## src/rtl/mmu_fault_syndrome.sv

```systemverilog
module mmu_fault_syndrome #(
  parameter int AW = 32,
  parameter int PAGE_BYTES = 4096,
  parameter int SW = 16
) (
  input  logic          clk,
  input  logic          rst_n,
  input  logic          req_valid,
  input  logic [AW-1:0] vaddr,
  input  logic [1:0]    acc,
  input  logic          cfg_mmu_present,
  input  logic          cfg_full,
  input  logic          cfg_mmu_used,
  input  logic          vm_on,
  input  logic          lu_hit,
  input  logic          lu_err_prot,
  input  logic [AW-1:0] lu_vbase,
  input  logic [AW-1:0] lu_pbase,
  input  logic          exc_ack,
  output logic [AW-1:0] paddr,
  output logic          full_perm,
  output logic          xlat_ok,
  output logic [SW-1:0] syndrome,
  output logic [AW-1:0] ear,
  output logic          exc_req,
  output logic          recursive
);
  localparam int OFFW = $clog2(PAGE_BYTES);
  localparam logic [AW-1:0] OFF_MASK = AW'(PAGE_BYTES - 1);

  logic          active, fault, is_fetch, is_store;
  logic [AW-1:0] vpage, xbase;
  logic [SW-1:0] code;

  assign active   = cfg_mmu_present & vm_on & (~cfg_full | cfg_mmu_used);
  assign fault    = req_valid & active & ~lu_hit;
  assign is_fetch = (acc == 2'd2);
  assign is_store = (acc == 2'd1);

  assign vpage = vaddr & ~OFF_MASK;
  assign xbase = lu_pbase + vpage - lu_vbase;

  always_comb begin
    if (!active)     paddr = vaddr;
    else if (lu_hit) paddr = (xbase & ~OFF_MASK) | (vaddr & OFF_MASK);
    else             paddr = '0;
  end

  assign full_perm = ~active;
  assign xlat_ok   = req_valid & ~fault;

  always_comb begin
    code = '0;
    code[4] = 1'b1;
    code[1] = ~lu_err_prot;
    code[0] = is_fetch;
    code[10] = is_store;
  end

  always_ff @(posedge clk) begin
    if (!rst_n) begin
      syndrome  <= '0;
      ear       <= '0;
      exc_req   <= 1'b0;
      recursive <= 1'b0;
    end else begin
      recursive <= fault & exc_req;
      if (fault && !exc_req) begin
        syndrome <= code;
        ear      <= vaddr;
        exc_req  <= 1'b1;
      end else if (exc_ack) begin
        exc_req  <= 1'b0;
      end
    end
  end

  p_bypass_ident_r2: assert property (@(posedge clk) disable iff (!rst_n)
    !(cfg_mmu_present && vm_on) |-> (paddr == vaddr) && full_perm);

  p_offset_kept_r4: assert property (@(posedge clk) disable iff (!rst_n)
    xlat_ok |-> paddr[OFFW-1:0] == vaddr[OFFW-1:0]);

  p_fault_capture_r5: assert property (@(posedge clk) disable iff (!rst_n)
    (req_valid && !lu_hit && !exc_req && !full_perm) |=> exc_req && (ear == $past(vaddr)));

  p_syn_shape_r6: assert property (@(posedge clk) disable iff (!rst_n)
    exc_req |-> (syndrome[9:5] == '0) && (syndrome[4:2] == 3'b100) && (syndrome[SW-1:11] == '0));

  p_recursive_hold_r8: assert property (@(posedge clk) disable iff (!rst_n)
    exc_req |=> $stable(syndrome) && $stable(ear));

  p_recursive_flag_r8: assert property (@(posedge clk) disable iff (!rst_n)
    (exc_req && req_valid && !lu_hit && !full_perm) |=> recursive);

  p_idle_quiet_r11: assert property (@(posedge clk) disable iff (!rst_n)
    (!req_valid && !exc_req) |=> !exc_req && !recursive);
endmodule

```

## config.mk

```make
export PLATFORM = sky130hd
export DESIGN_NAME = mmu_fault_syndrome
export DESIGN_NICKNAME = d
export VERILOG_FILES = /design/src/rtl/mmu_fault_syndrome.sv
export SDC_FILE = /design/constraint.sdc
export NUM_CORES = 1
export LEC_CHECK = 0
export BUFFER_PORTS_ARGS = -buffer_cell sky130_fd_sc_hd__buf_2
export CORE_MARGIN = 2
export CORE_UTILIZATION = 49
export CTS_CLUSTER_SIZE = 10
export DETAILED_ROUTE_END_ITERATION = 8
export GPL_ROUTABILITY_DRIVEN = 0
export PLACE_DENSITY_LB_ADDON = 0.15
export REMOVE_ABC_BUFFERS = 1
export SLEW_MARGIN = 30
export SYNTH_ARGS = -nofsm -noshare
export SYNTH_HDL_FRONTEND = slang
export SYNTH_SLANG_ARGS = --single-unit
```

## constraint.sdc

```tcl
create_clock -name clk -period 3.63 [get_ports clk]
set_input_delay 0.1815 -clock clk [delete_from_list [all_inputs] [get_ports clk]]
set_output_delay 0.1815 -clock clk [all_outputs]
set_load 0.05 [all_outputs]
```

==> metrics.yaml, run 1 <==
status:
  status: "completed"
critical_path:
  critPathLaunchType: "input port"
  cp_data_arrival_time_ns: 3.20
  end_kind: "primary output"
  critical_path_required_ns: 3.45
  critPathKind: "input port to primary output"
  cp_max_fo: 6
  rrSetupSlack_ns: 2.01
clock_tree:
  ctsResizeCount: 0
  post_cts_buffers: 0
  htree_num_levels: 2
  insertion_delay_ns: 0.29
  cts_buffers: 5
  cts_tree: "yes"
  clk_pin_slew_ns: 0.08
  clock-root-buffer: "clkbuf_8"
  clock_sinks: 38
  cts_hold_buffers: 0
  max-clock-path-buffers: 2
sta:
  finalCritPeriodShare_pct: 93.1
  fin_crit_ns: 3.38
  worst_slew_pin_slew_ns: 0.638
  timing.final.ws_setup_ns: 0.252
  slew_viol_final: 0
  finalSetupTns_ns: 0
  finalSetupViolations: 0
  max_slew_margin_pct: 57.5
  fin_skew_ns: 0.00408
  hold_viol: 0
  fmax_ghz: 0.296
  grt_setup_unrepaired: "no"
placed_design:
  placed_area_um2: 5130
  port_buffers: 179
  dpl_worst_slack_ns: 0.284
  dp.final_hpwl_um: 9400
routing:
  drc: 0
  ant_nets: 0
  drt-wirelength-per-cell_um: 13.8
  firstDrtPassIters: 4
  dr.first_iter.drc_count: 129
  viasPerCell: 5.24
  wl_um: 11400
  vias: 4337
floorplan:
  num_io_pins: 192
  start_util_pct: 50.9
  fp.dieH_um: 96.8
  dieArea_um2: 9380
  die_w_um: 96.8
  num_rows: 33
  core_area_um2: 8300
grt:
  grt_pass1_vias: 4278
  met3_usage_pct: 6.21
  met1_usage_pct: 28.7
  grt_usage_pct: 23.7
  antenna_found_initial: 0
  overflow: 0
  grt_first_pass_wirelength_um: 19000
  top_usage_layer: "met2"
  grt_max_degree: 39
  grt_use_met2_pct: 42.0
layout:
  nNetsFinal: 889
  layout-drive-gt1-share_pct: 29.1
  stdcell_area_um2: 5250
  multi_input_area_um2: 2980
  seq_area_um2: 761
  final_cell_mix: "179 x buf_2, 91 x nand2_1, 90 x inv_1"
  fill_cells: 791
  final_common_cell: "buf_2"
  diodes: 0
  area_delta_synth_final_pct: 24.3
  final_core_util_pct: 63.2
yosys:
  ys_warn_count: 0
  yosysSeqAreaShare_pct: 18.0
  synthCells: 556
  syn_area_um2: 4220
  synth.distinct_cells: 65
  ys_async_sr_fraction_pct: 0
  ys_ff_latch: 38
  synth_area_per_cell_um2: 7.59
  synthFlopType: "dfxtp_1"
  synth_edf_count: 0
power_and_ir_drop:
  vdd_drop_max_v: 0.000203
  cellPowerDensity_nw_per_um2: 341
  leakagePower_nw: 2.71
job:
  cap_violations: 0
hold_path:
  hp-class: "input port to flip-flop"
## worst max-delay path: stages
cell and delay [ns]:
buf_2 0.10, inv_1 0.05, fa_1 0.53, inv_1 0.04, ha_1 0.36, a21oi_1 0.28, o21ai_0 0.24, a21oi_2 0.31
nand4_1 0.23, a2111oi_2 0.46, a211o_1 0.15, buf_2 0.25
## layer usage
layer | vias up | wire length (um)
met4 | 0 | 159
met3 | 16 | 950
met1 | 1979 | 4720
met2 | 160 | 5610
met5 | - | 0
li1 | 2182 | -
## registers in the layout (all words and copies together) (netlist names)
| register | cells |
|---|---|
| syndrome | 4 |
| recursive | 1 |
| ear | 32 |
| exc_req | 1 |
## synthesized netlist by cell type, drive strengths merged, types with 9 or more instances
cell type	count	area [um2]
buf	23	151
fa	19	380
inv	90	338
dfxtp	38	761
a21oi	34	174
and2	13	81.3
nand2	92	348
xnor2	12	105
o21ai	13	65.1
nand3	9	45.0
a21boi	37	278
o22ai	13	81.3
ha	40	500
nor2	12	45.0
o21a	9	67.6
clkbuf	12	45.0
## layout make-up
cell class	instances	area share [%]
repair buffers	183	17.6
flip-flops and latches	38	14.5
multi-input cells	403	56.7
clock inverters	1	0.572
clock buffers	6	1.57
inverters	91	6.51
well taps	105	2.50
## cells by family (layout without fill, tap and decap cells)
group | after synthesis | count (layout) | synth area share (%)
adder cells (fa/ha/maj) | 59 | 59 | 20.9
buffers and inverters | 126 | 281 | 12.7
other | 1 | 12 | 0.0888
AO/OA/AOI/OAI | 145 | 145 | 25.2
XOR/XNOR | 17 | 17 | 3.53
flip-flops | 38 | 38 | 18.0
AND/OR/NAND/NOR | 170 | 170 | 19.5
## where the power goes
part | internal (mW) | switching, mW
Combinational | 0.358 | 0.629
Sequential | 0.424 | 0.00359
Clock | 0.220 | 0.154
Total | 1.00 | 0.787
## metrics by stage
step	power, mW	cells	hold WS [ns]
final	1.79	827	0.140
after global routing	1.91	827	0.151
after floorplan	1.17	532	0.299
after CTS	1.79	827	0.136
after detailed placement	1.41	820	0.453
after global placement	1.40	820	0.440
## worst paths after layout
path,startpoint,cells after the start,to
max,vaddr[14],12,paddr[31]
max reg2reg,exc_req,4,syndrome[10]
min,vaddr[18],3,ear[18]
min reg2reg,ear[24],2,ear[24]
Note: power is estimated with default switching activity, not from simulation.
==> inputs of run 2 (changes only) <==
CELL_PAD_IN_SITES_DETAIL_PLACEMENT = 0   (was unset)
CELL_PAD_IN_SITES_GLOBAL_PLACEMENT = 1   (was unset)
CORE_UTILIZATION = 34   (was 49)
==> run 2 against run 1 <==
Final cell count grew 8.0%; die area up 42%; sequential power about the same; clock skew is essentially flat; wire length grew 6.2%; clock power increased by 52%; cell area rose by 3.2%; hold slack gained 0.0099 ns; non-clock buffer count is 2 higher; highest routed layer is now met5; critical path depth grew 1.
==> metrics.yaml, run 2 (synthesis results as in run 1) <==
status:
  status: "completed"
critical_path:
  slowest_stage: "fa_1"
  critical_path_required_ns: 3.45  # about the same
  critPathKind: "input port to primary output"
  critical_path_buf_inv_count: 4  # unchanged
  critPathLaunchType: "input port"
  crit_path_cell_trace: "buf_2 -> inv_1 -> fa_1 -> inv_1 -> ha_1 -> a211oi_2 -> nor2_1 -> o41ai_4 -> nand2_2 -> a211o_1 -> and3_1 -> o32ai_1 -> buf_2"
  crit_family: "compound AO/OA/AOI/OAI gates"
  cp_max_fo: 8  # +2
  cpPeakStageDelay_ns: 0.53  # about the same
  rrSetupSlack_ns: 1.93  # -0.08 ns
  cp_data_arrival_time_ns: 3.18  # -0.02 ns
  end_kind: "primary output"
routing:
  ant_nets: 0  # unchanged
  firstDrtPassIters: 4  # unchanged
  wl_um: 12100  # +6.2%
  dr.first_iter.drc_count: 135  # +4.7%
  viasPerCell: 4.80  # -8.5%
  vias: 4287  # -1.2%
  drc: 0  # unchanged
  drt-wirelength-per-cell_um: 13.6  # -1.6%
layout:
  largest_reg_flops: 32  # unchanged
  layout-drive-gt1-share_pct: 29.1  # about the same
  instances_no_fill: 893  # +8.0%
  nNetsFinal: 891  # +0.22%
  reg.largest.list: "ear x32, syndrome x4"
  seq_area_um2: 761  # unchanged
  final_common_cell: "buf_2"
  diodes: 0  # unchanged
  multi_input_area_um2: 2970  # -0.17%
  area_delta_synth_final_pct: 28.3
  fill_cells: 1264  # +60%
  final_cell_mix: "179 x buf_2, 91 x nand2_1, 90 x inv_1"
  top_register: "ear"
floorplan:
  core_area_um2: 12100  # +45%
  die_w_um: 115  # +19%
  dieArea_um2: 13300  # +42%
  start_util_pct: 35.0  # -16 points
  num_rows: 40  # +21%
  num_io_pins: 192  # unchanged
  fp.dieH_um: 115  # +19%
placed_design:
  dp.final_hpwl_um: 10200  # +8.1%
  placedCellCount: 885  # +7.9%
  port_buffers: 179  # unchanged
sta:
  slew_viol_final: 0  # unchanged
  worst_slew_pin_slew_ns: 0.701  # +0.0624 ns
  grt_setup_unrepaired: "no"
  whs_ns: 0.150  # +0.00986 ns
  fmax_ghz: 0.297  # +0.37%
  finalCritPeriodShare_pct: 92.7  # -0.34 points
  fin_skew_ns: 0.00384  # -0.000249 ns
  fin_crit_ns: 3.37  # -0.0123 ns
  max_slew_margin_pct: 53.1  # -4.3 points
  hold_viol: 0  # unchanged
  finalSetupViolations: 0  # unchanged
power_and_ir_drop:
  leakagePower_nw: 2.76  # +1.7%
  vdd_drop_max_v: 0.000202  # -0.48%
  cellPowerDensity_nw_per_um2: 368  # +8.0%
  total_power_mw: 1.99  # +11%
clock_tree:
  clock_sinks: 38  # unchanged
  post_cts_buffers: 0  # unchanged
  cts_hold_buffers: 0  # unchanged
  cts_buffers: 5  # unchanged
  clock-root-buffer: "clkbuf_16"
  max-clock-path-buffers: 2  # unchanged
  clk_pin_slew_ns: 0.06  # -0.02 ns
  insertion_delay_ns: 0.28  # about the same
  ctsResizeCount: 0  # unchanged
  cts_tree: "yes"
  htree_num_levels: 2  # unchanged
grt:
  grt_max_degree: 39  # unchanged
  grt_usage_pct: 18.2  # -5.5 points
  grt_first_pass_wirelength_um: 19600  # +3.0%
  grt_pass1_vias: 4172  # -2.5%
  antenna_found_initial: 2  # +2
  overflow: 0  # unchanged
hold_path:
  hp-class: "input port to flip-flop"
job:
  cap_violations: 0  # unchanged
## run 2: changes by cell type in the layout (fill, tap and decap cells not counted), sizes merged
cell    previous run  this run
bufinv             1         2
clkbuf             6         5
buf              183       185
clkinv             1         2
## run 2: path summary, 6_finish.rpt
path | end | cells past startpoint | start
hold / removal | ear[6] | 3 | vaddr[6]
setup / recovery | paddr[30] | 13 | vaddr[22]
setup reg to reg | syndrome[0] | 4 | exc_req
hold reg to reg | syndrome[4] | 1 | syndrome[4]
## run 2: area by class of cell
class	instances	share of cell area, %
clock buffers	5	2.31
clock inverters	3	1.27
inverters	91	6.30
multi-input cells	403	54.8
flip-flops and latches	38	14.0
well taps	168	3.88
repair buffers	185	17.4
## run 2: stage by stage
step | TNS [ns] | util, % | setup WS (ns) | cell area (um2)
floorplan | -0.0973 | - | -0.0973 | 4070
global placement | 0 | 43.3 | 0.320 | 5230
detailed placement | 0 | 43.3 | 0.293 | 5230
CTS | 0 | 44.9 | 0.277 | 5420
global route | 0 | 44.9 | 0.0355 | 5420
finish | 0 | 44.9 | 0.264 | 5420
## run 2: routing by layer
layer / GRT usage (%) / vias up / share of wire [%]
met3: 5.33 / 9 / 7.4
met5: 0 / - / 0.091
met1: 23.1 / 1956 / 45
met4: 2.49 / 2 / 0.42
li1: - / 2183 / -
met2: 31.3 / 137 / 47
## run 2: where the power goes
group	internal [mW]	total, mW	switching (mW)
logic	0.362	0.997	0.635
clock network	0.395	0.569	0.174
registers	0.424	0.428	0.00362
## run 2: worst reg2reg max path: stages, from the launching register on
cell      delay, ns
dfxtp_1        0.36
nor3_4         0.62
buf_4          0.38
nand3b_1       0.11
a21boi_0       0.16
==> inputs of run 3 (changes only) <==
RECOVER_POWER = 25   (was unset)
==> run 3 against run 2 <==
Combinational power about the same; sequential share of layout area increased by 0.088 points; critical endpoint unchanged; largest cell class unchanged; non-clock buffer count unchanged; global-route usage unchanged; largest power group unchanged; setup slack unchanged; hold slack about the same.
==> metrics.yaml, run 3 (synthesis results as in run 1) <==
layout:
  diodes: 0  # unchanged
  final_common_cell: "buf_2"
  final_cell_mix: "152 x buf_2, 91 x nand2_1, 90 x inv_1"
  area_delta_synth_final_pct: 27.5
  reg.largest.list: "ear x32, syndrome x4"
  nNetsFinal: 891  # unchanged
  layout-drive-gt1-share_pct: 25.4  # -3.7 points
  top_register: "ear"
  largest_reg_flops: 32  # unchanged
  final_core_util_pct: 44.6  # -0.28 points
floorplan:
  fp.dieH_um: 115  # unchanged
  core_area_um2: 12100  # unchanged
  num_rows: 40  # unchanged
  die_w_um: 115  # unchanged
  start_util_pct: 35.0  # unchanged
  dieArea_um2: 13300  # unchanged
  num_io_pins: 192  # unchanged
sta:
  whs_ns: 0.150  # +0.0000470 ns
  finalCritPeriodShare_pct: 92.7  # unchanged
  slew_viol_final: 0  # unchanged
  worst_slew_pin_slew_ns: 0.709  # +0.00821 ns
  hold_viol: 0  # unchanged
  fin_crit_ns: 3.37  # unchanged
  max_slew_margin_pct: 52.6  # -0.55 points
  fmax_ghz: 0.297  # unchanged
  timing.final.ws_setup_ns: 0.264  # unchanged
  grt_setup_unrepaired: "no"
  finalSetupViolations: 0  # unchanged
  fin_skew_ns: 0.00380  # -0.0000372 ns
clock_tree:
  insertion_delay_ns: 0.28  # about the same
  clock_sinks: 38  # unchanged
  clock-root-buffer: "clkbuf_16"
  max-clock-path-buffers: 2  # unchanged
  cts_tree: "yes"
  cts_hold_buffers: 0  # unchanged
  cts_buffers: 5  # unchanged
  htree_num_levels: 2  # unchanged
  post_cts_buffers: 0  # unchanged
  ctsResizeCount: 0  # unchanged
  clk_pin_slew_ns: 0.06  # about the same
grt:
  grt_pass1_vias: 4172  # unchanged
  overflow: 0  # unchanged
  grt_first_pass_wirelength_um: 19600  # unchanged
  grt_usage_pct: 18.2  # unchanged
  grt_max_degree: 39  # unchanged
  antenna_found_initial: 2  # unchanged
critical_path:
  rrSetupSlack_ns: 1.92  # about the same
  end_kind: "primary output"
  cp_data_arrival_time_ns: 3.18  # about the same
  critPathKind: "input port to primary output"
  cp_max_fo: 8  # unchanged
  critical_path_required_ns: 3.45  # about the same
  critPathLaunchType: "input port"
placed_design:
  dp.final_hpwl_um: 10200  # unchanged
  dpl_worst_slack_ns: 0.293  # unchanged
  port_buffers: 179  # unchanged
job:
  cap_violations: 0  # unchanged
routing:
  drc: 0  # unchanged
  viasPerCell: 4.81  # +0.16%
  vias: 4294  # +0.16%
  wl_um: 12200  # about the same
  ant_nets: 0  # unchanged
  firstDrtPassIters: 4  # unchanged
  dr.first_iter.drc_count: 136  # +0.74%
  drt-wirelength-per-cell_um: 13.6  # about the same
power_and_ir_drop:
  cellPowerDensity_nw_per_um2: 370  # +0.58%
  vdd_drop_max_v: 0.000202  # about the same
  total_power_mw: 1.99  # about the same
  leakagePower_nw: 2.64  # -4.3%
status:
  status: "completed"
hold_path:
  hp-class: "input port to flip-flop"
==> run 3: worst paths after layout <==
check,from,to,cells after the start
max,vaddr[22],paddr[30],13
min,vaddr[6],ear[6],3
max reg2reg,exc_req,syndrome[0],4
min reg2reg,ear[16],ear[16],2
==> run 3: layout make-up <==
| cell class | instances | area (um2) |
|---|---|---|
| clock inverters | 3 | 68.8 |
| flip-flops and latches | 38 | 761 |
| well taps | 168 | 210 |
| multi-input cells | 403 | 2970 |
| repair buffers | 185 | 907 |
| inverters | 91 | 342 |
| clock buffers | 5 | 125 |
| fillers | 1283 | 6680 |
==> run 3: stage by stage <==
| step | setup TNS, ns | std cells | cell area [um2] |
|---|---|---|---|
| floorplan | -0.0973 | 532 | 4070 |
| global placement | 0 | 885 | 5230 |
| detailed placement | 0 | 885 | 5230 |
| CTS | 0 | 893 | 5420 |
| global route | 0 | 893 | 5390 |
| finish | 0 | 893 | 5390 |
==> run 3: worst max-delay path, stage by stage <==
cell,delay (ns)
buf_2,0.09
inv_1,0.07
fa_1,0.53
inv_1,0.04
ha_1,0.41
a211oi_2,0.21
nor2_1,0.11
o41ai_4,0.34
nand2_2,0.10
a211o_1,0.36
and3_1,0.19
o32ai_1,0.23
buf_2,0.31
==> run 3: layer usage <==
| layer | share of wire, % | up-vias | track usage [%] |
|---|---|---|---|
| li1 | - | 2184 | - |
| met1 | 45 | 1959 | 23.1 |
| met2 | 47 | 140 | 31.3 |
| met3 | 7.5 | 9 | 5.33 |
| met4 | 0.42 | 2 | 2.49 |
| met5 | 0.091 | - | 0 |
==> run 3: report_power, final <==
group | internal (mW) | switching, mW | leakage, nW
combinational | 0.361 | 0.635 | 2.24
clock | 0.395 | 0.174 | 0.0940
sequential | 0.424 | 0.00377 | 0.307
